$ cat src/rtl/dma_chan_pkg.sv
package dma_chan_pkg;
  localparam int BYTE_W = 8;
  localparam int BASE_W = 16;

  typedef enum logic {
    SEL_ADDR  = 1'b0,
    SEL_COUNT = 1'b1
  } reg_sel_e;
endpackage

$ cat src/rtl/chan_port_decode.sv
module chan_port_decode
  import dma_chan_pkg::*;
#(
  parameter int PORT_AW = 8,
  parameter int SHIFT   = 0,
  parameter int NUM_CH  = 4,
  localparam int CHW    = $clog2(NUM_CH)
) (
  input  logic [PORT_AW-1:0] addr,
  output logic               hit,
  output logic [CHW-1:0]     chan,
  output reg_sel_e           sel
);
  logic [PORT_AW-1:0] addr_sh;
  logic [3:0]         idx;
  logic               unused_hi;

  always_comb begin
    addr_sh   = addr >> SHIFT;
    idx       = addr_sh[3:0];
    unused_hi = ^addr_sh[PORT_AW-1:4];
    hit       = {1'b0, idx} < 5'(2 * NUM_CH);
    chan      = idx[CHW:1];
    sel       = idx[0] ? SEL_COUNT : SEL_ADDR;
  end
endmodule

$ cat src/rtl/chan_byte_ptr.sv
module chan_byte_ptr (
  input  logic clk,
  input  logic rst,
  input  logic clear,
  input  logic step,
  output logic ptr_q
);
  always_ff @(posedge clk) begin
    if (rst)        ptr_q <= 1'b0;
    else if (clear) ptr_q <= 1'b0;
    else if (step)  ptr_q <= ~ptr_q;
  end

  a_r3_clear_wins: assert property (@(posedge clk) disable iff (rst)
    clear |=> !ptr_q);
  a_r2_toggle: assert property (@(posedge clk) disable iff (rst)
    (step && !clear) |=> (ptr_q != $past(ptr_q)));
  a_r2_hold: assert property (@(posedge clk) disable iff (rst)
    (!step && !clear) |=> $stable(ptr_q));
endmodule

$ cat src/rtl/chan_reg_slice.sv
module chan_reg_slice
  import dma_chan_pkg::*;
#(
  parameter int SHIFT = 0,
  localparam int VW   = BASE_W + SHIFT
) (
  input  logic              clk,
  input  logic              rst,
  input  logic              wr_lo,
  input  logic              wr_hi,
  input  reg_sel_e          sel,
  input  logic [BYTE_W-1:0] wdata,
  input  logic              inc_en,
  input  logic [VW-1:0]     inc_step,
  output logic [BASE_W-1:0] base_addr,
  output logic [BASE_W-1:0] base_cnt,
  output logic [VW-1:0]     cur_addr,
  output logic [VW-1:0]     xfer
);
  logic [BASE_W-1:0] ba_n, bc_n;

  always_comb begin
    ba_n = base_addr;
    bc_n = base_cnt;
    if (wr_lo) begin
      if (sel == SEL_ADDR) ba_n[7:0] = wdata;
      else                 bc_n[7:0] = wdata;
    end
    if (wr_hi) begin
      if (sel == SEL_ADDR) ba_n[15:8] = wdata;
      else                 bc_n[15:8] = wdata;
    end
  end

  always_ff @(posedge clk) begin
    if (rst) begin
      base_addr <= '0;
      base_cnt  <= '0;
      cur_addr  <= '0;
      xfer      <= '0;
    end else begin
      base_addr <= ba_n;
      base_cnt  <= bc_n;
      if (wr_hi) begin
        cur_addr <= VW'(ba_n) << SHIFT;
        xfer     <= '0;
      end else if (inc_en) begin
        xfer <= xfer + inc_step;
      end
    end
  end

  a_r5_reload: assert property (@(posedge clk) disable iff (rst)
    wr_hi |=> (xfer == '0) && (cur_addr == (VW'(base_addr) << SHIFT)));
  a_r5_lo_no_reload: assert property (@(posedge clk) disable iff (rst)
    (wr_lo && !inc_en) |=> $stable(cur_addr) && $stable(xfer));
  a_r4_lo_keeps_hi: assert property (@(posedge clk) disable iff (rst)
    (wr_lo && sel == SEL_ADDR) |=> (base_addr[15:8] == $past(base_addr[15:8])));
  a_r4_hi_keeps_lo: assert property (@(posedge clk) disable iff (rst)
    (wr_hi && sel == SEL_COUNT) |=> (base_cnt[7:0] == $past(base_cnt[7:0])));
  a_r9_inc_adds: assert property (@(posedge clk) disable iff (rst)
    (inc_en && !wr_hi) |=> (xfer == $past(xfer) + $past(inc_step)));
  a_r9_inc_dropped: assert property (@(posedge clk) disable iff (rst)
    (inc_en && wr_hi) |=> (xfer == '0));
endmodule

$ cat src/rtl/dma_chan_regs.sv
module dma_chan_regs
  import dma_chan_pkg::*;
#(
  parameter int NUM_CH  = 4,
  parameter int SHIFT   = 0,
  parameter int PORT_AW = 8,
  localparam int CHW    = $clog2(NUM_CH),
  localparam int VW     = BASE_W + SHIFT
) (
  input  logic              clk,
  input  logic              rst,
  input  logic [PORT_AW-1:0] port_addr,
  input  logic              wr_en,
  input  logic              rd_en,
  input  logic [BYTE_W-1:0] wr_data,
  input  logic              ff_clear,
  input  logic [NUM_CH-1:0] dir_down,
  input  logic              inc_valid,
  input  logic [CHW-1:0]    inc_chan,
  input  logic [VW-1:0]     inc_step,
  output logic [BYTE_W-1:0] rd_data,
  output logic              rd_valid
);
  logic           hit;
  logic [CHW-1:0] chan;
  reg_sel_e       sel;
  logic           ptr_q;
  logic           wr_acc, rd_acc, any_acc;

  logic [BASE_W-1:0] base_a [NUM_CH];
  logic [BASE_W-1:0] base_c [NUM_CH];
  logic [VW-1:0]     cur_a  [NUM_CH];
  logic [VW-1:0]     prog   [NUM_CH];

  chan_port_decode #(.PORT_AW(PORT_AW), .SHIFT(SHIFT), .NUM_CH(NUM_CH)) u_dec (
    .addr (port_addr),
    .hit  (hit),
    .chan (chan),
    .sel  (sel)
  );

  always_comb begin
    wr_acc  = wr_en && hit;
    rd_acc  = rd_en && !wr_en && hit;
    any_acc = wr_acc || rd_acc;
  end

  chan_byte_ptr u_ptr (
    .clk   (clk),
    .rst   (rst),
    .clear (ff_clear),
    .step  (any_acc),
    .ptr_q (ptr_q)
  );

  for (genvar g = 0; g < NUM_CH; g++) begin : g_ch
    logic mine;
    assign mine = wr_acc && (chan == CHW'(g));

    chan_reg_slice #(.SHIFT(SHIFT)) u_slice (
      .clk       (clk),
      .rst       (rst),
      .wr_lo     (mine && !ptr_q),
      .wr_hi     (mine && ptr_q),
      .sel       (sel),
      .wdata     (wr_data),
      .inc_en    (inc_valid && (inc_chan == CHW'(g))),
      .inc_step  (inc_step),
      .base_addr (base_a[g]),
      .base_cnt  (base_c[g]),
      .cur_addr  (cur_a[g]),
      .xfer      (prog[g])
    );
  end

  logic [VW-1:0]     a_val, c_val, rb_val, rb_sh;
  logic [BYTE_W-1:0] rb_byte;

  always_comb begin
    a_val   = dir_down[chan] ? (cur_a[chan] - prog[chan])
                             : (cur_a[chan] + prog[chan]);
    c_val   = (VW'(base_c[chan]) << SHIFT) - prog[chan];
    rb_val  = (sel == SEL_COUNT) ? c_val : a_val;
    rb_sh   = rb_val >> SHIFT;
    rb_byte = ptr_q ? rb_sh[15:8] : rb_sh[7:0];
  end

  always_ff @(posedge clk) begin
    if (rst) begin
      rd_data  <= '0;
      rd_valid <= 1'b0;
    end else begin
      rd_valid <= rd_acc;
      if (rd_acc) rd_data <= rb_byte;
    end
  end

  a_r8_rd_pulse: assert property (@(posedge clk) disable iff (rst)
    (rd_en && !wr_en && hit) |=> rd_valid);
  a_r11_no_resp: assert property (@(posedge clk) disable iff (rst)
    (wr_en || !rd_en) |=> !rd_valid);
  a_r1_outside_ignored: assert property (@(posedge clk) disable iff (rst)
    ((rd_en || wr_en) && !hit && !ff_clear) |=> $stable(ptr_q) && !rd_valid);
  a_r8_hold_data: assert property (@(posedge clk) disable iff (rst)
    !rd_valid |=> (rd_valid || $stable(rd_data)));
endmodule

$ cat config.mk
export PLATFORM = sky130hd
export DESIGN_NAME = dma_chan_regs
export DESIGN_NICKNAME = d
export VERILOG_FILES = /design/src/rtl/dma_chan_pkg.sv /design/src/rtl/chan_port_decode.sv /design/src/rtl/chan_byte_ptr.sv /design/src/rtl/chan_reg_slice.sv /design/src/rtl/dma_chan_regs.sv
export SDC_FILE = /design/constraint.sdc
export NUM_CORES = 1
export LEC_CHECK = 0
export BUFFER_PORTS_ARGS = -buffer_cell sky130_fd_sc_hd__buf_4
export CORE_UTILIZATION = 40
export CTS_CLUSTER_DIAMETER = 80
export DETAILED_ROUTE_END_ITERATION = 8
export SETUP_SLACK_MARGIN = 0.2
export SLEW_MARGIN = 20
export SYNTH_ARGS = -nofsm -noshare
export SYNTH_HDL_FRONTEND = slang
export SYNTH_SLANG_ARGS = --single-unit
$ cat constraint.sdc
create_clock -name clk -period 7.1 [get_ports clk]
set_input_delay 1.42 -clock clk [delete_from_list [all_inputs] [get_ports clk]]
set_output_delay 1.42 -clock clk [all_outputs]
set_load 0.01 [all_outputs]
==> impl_metrics.ini, run 1 <==
[outcome]
status = complete, no violations

[layout]
syn_to_final_growth_pct = 12.0
final_layout_size_suffix_gt1_share_pct = 10.4
multi_input_comb_area_um2 = 8940
regArea_um2 = 5330
utilization_pct = 45.4
fin_cells = 2190
layout_common_cells = 266 x dfxtp_1, 265 x nand2_1, 205 x a21oi_1
nFillCells = 3520
layout.nets = 1839
diodes = 0
final_common_cell = dfxtp_1
design_area_um2 = 16500

[yosys]
ys_async_sr_fraction_pct = 0
syn-num-nets = 1841
synth_cell_type_count = 62
syn-cell-area_um2 = 14800
synth_edf_count = 0
synthFlopType = dfxtp_1
ys_warn_count = 0
ys_seq_area_share_pct = 36.1
synthCells = 1700
avgSynthCellArea_um2 = 8.69
yosys_register_bits = 266

[clocking]
cts.repair.resized = 0
cts-root-buf = clkbuf_16
clk_pin_slew_ps = 60
cts_buffers = 31
ctsHtreeMaxLevel = 1
cts_tree = built
cts_setup_buffers = 0
holdBufCountCts = 0
clock_sinks = 266
insertion_delay_ps = 570
cts_max_path_buffers = 3

[timing]
rsz0062_at_grt = false
fmax_mhz = 207
period_minus_slack_ps = 4830
setup_viol = 0
report.final.slew_viol_count = 0
setup_slack_ps = 2270
finalSetupTns_ps = 0
hold_viol = 0
finalCritPeriodShare_pct = 68.0
skew_ps = 11.0
max-slew-margin-rel_pct = 24.7
tightest_slew_ps = 1130
timing.hold.ws_ps = 449

[flow_run]
max_cap_violations = 0

[detailed_routing]
drc_errors = 0
viasPerCell = 5.61
wl_per_cell_um = 18.5
wirelength_um = 40600
dr.pass1.iters = 5
ant_nets = 0
drtIter0Drc = 739
vias = 12300

[place]
hpwl_um = 29000
dp_cells = 2133
gp_congestion = 0.876
placed_cell_area_um2 = 15500
preCtsSetupSlack_ps = 1710
numPortBuffers = 48

[worst_setup_path]
path_cells = buf_4 > mux4_2 > nor4_1 > a21oi_1 > xnor2_1 > ha_1 > a21o_1 > nor3_1 > a21oi_1 > a21boi_1 > nor2b_1 > xnor2_1 > mux4_2 > nand2_1 > a21oi_1
critPathMaxFanout = 19
slowest_delay_ps = 660
critPathSlowestCell = mux4_2
arrival_ps = 5260
cp_common_cell = a21oi_1
setup.worst_path.class = in -> reg
critPathTopFamily = multiplexers
cp_num_buf_inv = 1
worstPathRequired_ps = 7530
start_kind = input pin
reg2reg_setup_slack_ps = 3180
end_kind = flop

[min_path]
hp-class = reg -> reg

[floorplanning]
pin_count = 53
rows = 70
die_area_um2 = 37700
start_util_pct = 40.5
coreArea_um2 = 36400
fp.dieW_um = 194
dieHeight_um = 194

[grt]
antenna_found_initial = 0
grt_usage_pct = 21.3
grt_first_pass_wirelength_um = 64400
grt_max_degree = 68
first_global_vias = 11800
gr-total-overflow = 0

[power]
total_leakage_power_nw = 6.72
p_per_area_nw_per_um2 = 231
ir_drop_mv = 0.203
finalPower_mw = 3.82
synth_stat cells (all sizes together), types with 21 or more instances:
cell    instances  area, um2
buf            21       88.8
o22a           33        289
nand2         265        995
mux4           52       1170
o21ai          70        350
xnor2          57        499
xor2           27        236
inv            38        143
mux2i          69        691
nor3           35        180
nand3          54        270
a21o           23        173
clkbuf         76        285
nor2          133        499
a21oi         205       1030
dfxtp         266       5330
ha             91       1140
where the power goes:
group	leakage [nW]	internal, mW	switching [mW]
Clock	0.518	1.02	0.657
Combinational	4.06	0.255	0.356
Sequential	2.15	1.52	0.0216
Total	6.72	2.79	1.03
area by class of cell:
type                    count  area share [%]
inverters                  39           0.885
clock buffers              45            5.37
well taps                 468            3.54
multi-input cells        1298            54.0
flip-flops and latches    266            32.2
clock inverters            12            1.15
repair buffers             62            2.81
cells by family (layout without fill, tap and decap cells):
group / Yosys count / in the layout / share of synthesized area, %
adder cells (fa/ha/maj): 97 / 97 / 8.52
flip-flops: 266 / 266 / 36.1
AND/OR/NAND/NOR: 576 / 576 / 17.2
XOR/XNOR: 84 / 84 / 4.98
AO/OA/AOI/OAI: 420 / 420 / 17.1
multiplexers: 121 / 121 / 12.6
buffers and inverters: 136 / 158 / 3.52
worst min-delay path: stages, from the launching register on:
cell,delay [ps]
dfxtp_1,310
nand2_1,50
a21oi_1,50
flip-flops by register name, indices dropped and copies added, names as in the netlist:
signal / cells
g_ch.u_slice.base_cnt: 64
rd_data: 8
u_ptr.ptr_q: 1
rd_valid: 1
g_ch.u_slice.base_addr: 64
g_ch.u_slice.cur_addr: 64
g_ch.u_slice.xfer: 64
metal layers:
layer	routed length [um]	vias to the layer above	track usage, %
met5	0	-	0
met4	1190	0	6.26
met3	1840	64	2.35
met2	18800	285	35.3
met1	18800	5878	29.3
li1	-	6060	-
final timing paths:
check / to / cells after the start / start
setup reg to reg: rd_data[3] / 14 / g_ch[3].u_slice.xfer[0]
hold / removal: g_ch[0].u_slice.cur_addr[0] / 2 / g_ch[0].u_slice.base_addr[0]
hold reg to reg: g_ch[0].u_slice.cur_addr[0] / 2 / g_ch[0].u_slice.base_addr[0]
setup / recovery: rd_data[3] / 15 / port_addr[1]
(Power assumes the default switching activity.)
==> inputs of run 2 (changes only) <==
--- a/config.mk
+++ b/config.mk
@@ -5,6 +5,7 @@
 export SDC_FILE = /design/constraint.sdc
 export NUM_CORES = 1
 export LEC_CHECK = 0
+export ABC_AREA = 1
 export BUFFER_PORTS_ARGS = -buffer_cell sky130_fd_sc_hd__buf_4
 export CORE_UTILIZATION = 40
 export CTS_CLUSTER_DIAMETER = 80
==> constraint.sdc (replaced) <==
create_clock -name clk -period 4.6 [get_ports clk]
set_input_delay 0.92 -clock clk [delete_from_list [all_inputs] [get_ports clk]]
set_output_delay 0.92 -clock clk [all_outputs]
set_load 0.01 [all_outputs]
==> impl_metrics.ini, run 2 <==
[outcome]
status = complete, no violations

[detailed_routing]
dr.pass1.iters = 6
wirelength_um = 49600
viasPerCell = 5.39
drc_errors = 0
drtIter0Drc = 1134
vias = 15300
wl_per_cell_um = 17.5
ant_nets = 0

[clocking]
cts-root-buf = clkbuf_16
cts_max_path_buffers = 3
cts_buffers = 30
ctsHtreeMaxLevel = 1
insertion_delay_ps = 590
cts.repair.resized = 0
clk_pin_slew_ps = 60
cts_setup_buffers = 0
clock_sinks = 266
holdBufCountCts = 0
cts_tree = built

[yosys]
ys_warn_count = 0
ys_top_cells_by_count = 483 x nand2_1, 266 x dfxtp_1, 254 x a21oi_1, 226 x o21ai_0, 210 x inv_1
ys_async_sr_fraction_pct = 0
synthMuxAreaShare_pct = 0
synthAdderAreaFrac_pct = 8.03
ys_top_cells_by_area = dfxtp_1 34%, nand2_1 12%, a21oi_1 8.1%, ha_1 7.3%, o21ai_0 7.2%
ys_seq_area_share_pct = 34.0
yosysTopAreaCellShare_pct = 34.0
post-synth-top-count-cell = nand2_1
synth_edf_count = 0
synthFlopType = dfxtp_1
synth-compound-area-share_pct = 22.5
synth_cell_type_count = 46
synthCells = 2274
synth_xor_area_share_pct = 2.96
synth_top_family_by_area = simple AND/OR/NAND/NOR gates
synth.largest_area_cell = dfxtp_1
avgSynthCellArea_um2 = 6.89
syn-num-nets = 2415
syn-cell-area_um2 = 15700
synthSimpleGateAreaFrac_pct = 24.3
yosys_register_bits = 266

[worst_setup_path]
worstPathRequired_ps = 5060
setup.worst_path.class = in -> reg
r2r-start = g_ch[2].u_slice.xfer[2]
end_kind = flop
arrival_ps = 4310
timing.rr.end = rd_data[2]
reg2reg_setup_slack_ps = 1330
critPathMaxFanout = 20
start_kind = input pin
rr_worst_depth = 18

[power]
p_per_area_nw_per_um2 = 344
ir_drop_mv = 0.260
total_leakage_power_nw = 7.92
finalPower_mw = 6.06

[timing]
period_minus_slack_ps = 3850
skew_ps = 15.3
setup_slack_ps = 751
finalCritPeriodShare_pct = 83.7
finalSetupTns_ps = 0
report.final.slew_viol_count = 0
setup_viol = 0
max-slew-margin-rel_pct = 30.8
tightest_slew_ps = 1040
fmax_mhz = 260
rsz0062_at_grt = false
timing.hold.ws_ps = 445
hold_viol = 0

[grt]
gr-total-overflow = 0
antenna_found_initial = 0
first_global_vias = 13700
grt_first_pass_wirelength_um = 76600
grt_usage_pct = 24.8
grt_max_degree = 98

[place]
dp_cells = 2777
preCtsSetupSlack_ps = 233
placed_cell_area_um2 = 16500
hpwl_um = 35600
gp_congestion = 0.905
numPortBuffers = 48

[floorplanning]
fp.dieW_um = 200
start_util_pct = 40.5
die_area_um2 = 40000
dieHeight_um = 200
coreArea_um2 = 38600
pin_count = 53
rows = 72

[min_path]
worstHoldStart = g_ch[3].u_slice.base_cnt[6]
hp-class = reg -> reg
hold_path_end = g_ch[3].u_slice.base_cnt[6]
hold_path_depth = 2

[layout]
nFillCells = 3957
regArea_um2 = 5330
layout.nets = 2432
design_area_um2 = 17600
diodes = 0
final_common_cell = nand2_1
final_layout_size_suffix_gt1_share_pct = 8.47
utilization_pct = 45.6
syn_to_final_growth_pct = 12.4
layout_common_cells = 483 x nand2_1, 266 x dfxtp_1, 254 x a21oi_1
fin_cells = 2833
multi_input_comb_area_um2 = 9060

[flow_run]
max_cap_violations = 0
==> run 2: cell count changes after synthesis, sizes merged, moves of 69 or more <==
cell,before,now
nand2,265,488
inv,38,224
nor2,133,217
nand3,54,136
o21ai,70,229
mux2i,69,0
==> run 2: layout make-up <==
| cell class | instances | share of cell area (%) |
|---|---|---|
| Tap cell | 518 | 3.68 |
| Timing Repair Buffer | 86 | 3.66 |
| Multi-Input combinational cell | 1680 | 51.4 |
| Clock inverter | 17 | 1.30 |
| Sequential cell | 266 | 30.2 |
| Clock buffer | 39 | 4.85 |
| Inverter | 227 | 4.84 |
==> run 2: where the power goes <==
group          total (mW)  switching, mW  internal, mW
clock network        2.59           1.05          1.54
logic                1.08          0.725         0.359
registers            2.38         0.0345          2.35
total                6.06           1.80          4.25
==> run 2: how the worst max path moves through the flow <==
stage | to | slack (ps) | cells after the start | startpoint
5_1_grt | rd_data[2] | 490 | 19 | port_addr[1]
2_1_floorplan | rd_data[0] | 830 | 18 | port_addr[1]
4_1_cts | rd_data[2] | 830 | 15 | port_addr[1]
6_report | rd_data[2] | 750 | 15 | port_addr[1]
3_5_place_dp | rd_data[2] | 230 | 15 | port_addr[1]
3_3_place_gp | rd_data[2] | 280 | 15 | port_addr[1]
==> run 2: worst max-delay path, cell delays in order <==
cell and delay, ps:
buf_4 260, nor2_4 170, buf_4 240, a221oi_1 530
ha_1 250, inv_1 90, fa_1 460, a31oi_1 230
o21ai_0 230, inv_1 160, o21bai_1 90, o21ai_0 230
nand2_1 100, a21oi_1 260, nor2_1 70
==> run 2: cell families after synthesis <==
family | Yosys count
compound gates | 628
xor+xnor | 53
fa+ha+maj | 97
buf+inv | 328
flops | 266
simple gates | 902
==> run 2: per-layer routing <==
| metal | vias to the layer above | share of wire (%) | track usage (%) |
|---|---|---|---|
| met4 | 0 | 2.6 | 7.18 |
| li1 | 7690 | - | - |
| met5 | - | 0 | 0 |
| met1 | 7103 | 47 | 35.0 |
| met2 | 396 | 44 | 39.0 |
| met3 | 76 | 6.3 | 3.73 |
==> inputs of run 3 (changes only) <==
--- a/config.mk
+++ b/config.mk
@@ -5,7 +5,7 @@
 export SDC_FILE = /design/constraint.sdc
 export NUM_CORES = 1
 export LEC_CHECK = 0
-export ABC_AREA = 1
+export ABC_AREA = 0
 export BUFFER_PORTS_ARGS = -buffer_cell sky130_fd_sc_hd__buf_4
 export CORE_UTILIZATION = 40
 export CTS_CLUSTER_DIAMETER = 80
==> constraint.sdc (replaced) <==
create_clock -name clk -period 3.3 [get_ports clk]
set_input_delay 0.66 -clock clk [delete_from_list [all_inputs] [get_ports clk]]
set_output_delay 0.66 -clock clk [all_outputs]
set_load 0.01 [all_outputs]
==> impl_metrics.ini, run 3 (same netlist as run 1, synthesis figures left out) <==
[floorplanning]
pin_count = 53
rows = 70
dieHeight_um = 194
fp.dieW_um = 194
coreArea_um2 = 36400
start_util_pct = 40.5
die_area_um2 = 37700

[outcome]
status = finished, violations left
violations = negative setup slack

[clocking]
clock_sinks = 266
clk_pin_slew_ps = 60
insertion_delay_ps = 580
cts-root-buf = clkbuf_16
cts_max_path_buffers = 3
cts_buffers = 31
cts_tree = built
ctsHtreeMaxLevel = 1

[detailed_routing]
viasPerCell = 5.61
vias = 13300
wl_per_cell_um = 19.0
drc_errors = 0
drtIter0Drc = 1007
ant_nets = 0
dr.pass1.iters = 5
wirelength_um = 44800

[layout]
nFillCells = 3462
final_layout_size_suffix_gt1_share_pct = 21.4
layout_common_cells = 265 x nand2_1, 263 x dfxtp_1, 217 x buf_4
syn_to_final_growth_pct = 24.0
fin_cells = 2362
layout.nets = 2011
final_common_cell = nand2_1

[place]
dp_cells = 2288
numPortBuffers = 48
preCtsSetupSlack_ps = -935
gp_congestion = 0.889
hpwl_um = 32700

[grt]
grt_first_pass_wirelength_um = 70600
gr-total-overflow = 0
grt_usage_pct = 23.5
grt_max_degree = 99
antenna_found_initial = 2
first_global_vias = 12800

[timing]
timing.hold.ws_ps = 237
rsz0062_at_grt = true
period_minus_slack_ps = 3580
tightest_slew_ps = 990
skew_ps = 16.9
max-slew-margin-rel_pct = 33.7
hold_viol = 0
setup_slack_ps = -278
report.final.slew_viol_count = 0
fmax_mhz = 279
setup_viol = 6
finalCritPeriodShare_pct = 108

[worst_setup_path]
start_kind = flop
worstPathRequired_ps = 3740
arrival_ps = 4020
critPathMaxFanout = 4
setup.worst_path.class = reg -> reg
startpoint = g_ch[3].u_slice.xfer[4]
r2r-start = g_ch[3].u_slice.xfer[4]
end_kind = flop

[min_path]
worstHoldStart = ff_clear
hp-class = in -> reg

[power]
total_leakage_power_nw = 7.73
p_per_area_nw_per_um2 = 485
ir_drop_mv = 0.369

[flow_run]
max_cap_violations = 0
[run 3: cell type report]
cell class                      instances  area (um2)  area share (%)
Inverter                               39         146           0.800
Multi-Input combinational cell       1298        9230            50.4
Sequential cell                       266        5330            29.1
Antenna cell                            1        2.50          0.0137
Timing Repair Buffer                  234        1890            10.3
Tap cell                              468         586            3.20
Clock buffer                           38         842            4.60
Clock inverter                         18         287            1.56
[run 3: repair_timing]
item	4_1_cts	5_1_grt
hold buffers	0	0
buffers inserted	10	7
hold endpoints to repair	0	0
setup endpoints to repair	8	9
pin swaps	23	20
resized for setup	34	36
[run 3: metrics by stage]
stage / area, um2 / utilization (%) / power (mW) / setup TNS (ps)
finish: 18300 / 50.3 / 8.88 / -961
global route: 18300 / 50.2 / 9.22 / -1900
CTS: 18100 / 49.6 / 8.82 / -854
detailed placement: 16700 / 45.9 / 4.94 / -6230
global placement: 16700 / 45.9 / 4.91 / -5380
floorplan: 14900 / - / 4.38 / -3370
[run 3: worst paths after layout]
check / end / slack [ps] / cells after the start
worst max register to register: rd_data[3] / -280 / 14
worst max-delay path: rd_data[3] / -280 / 14
worst min register to register: g_ch[2].u_slice.cur_addr[5] / 450 / 2
worst min-delay path: u_ptr.ptr_q / 240 / 2
[run 3: critical path, stage by stage, from the launching register on]
cell	delay, ps
dfxtp_2	330
mux4_2	480
or4_4	580
nor3_4	130
and2_4	170
nor2_2	40
xnor2_1	120
ha_1	340
and4_4	200
a21boi_2	160
nor2b_4	190
xnor2_2	80
mux4_2	470
nand2_1	90
a21oi_1	70
[run 3: power breakdown]
part,switching [mW],internal (mW),leakage [nW],total [mW]
registers,0.0439,3.27,2.15,3.31
clock network,1.44,2.36,0.559,3.80
logic,0.901,0.869,5.02,1.77
[run 3: per-layer routing]
layer | share of wire [%] | up-vias | global-route usage (%)
met4 | 2.5 | 2 | 6.50
li1 | - | 6403 | -
met5 | 0.029 | - | 0
met3 | 6.7 | 73 | 3.62
met2 | 47 | 407 | 39.1
met1 | 44 | 6370 | 31.7
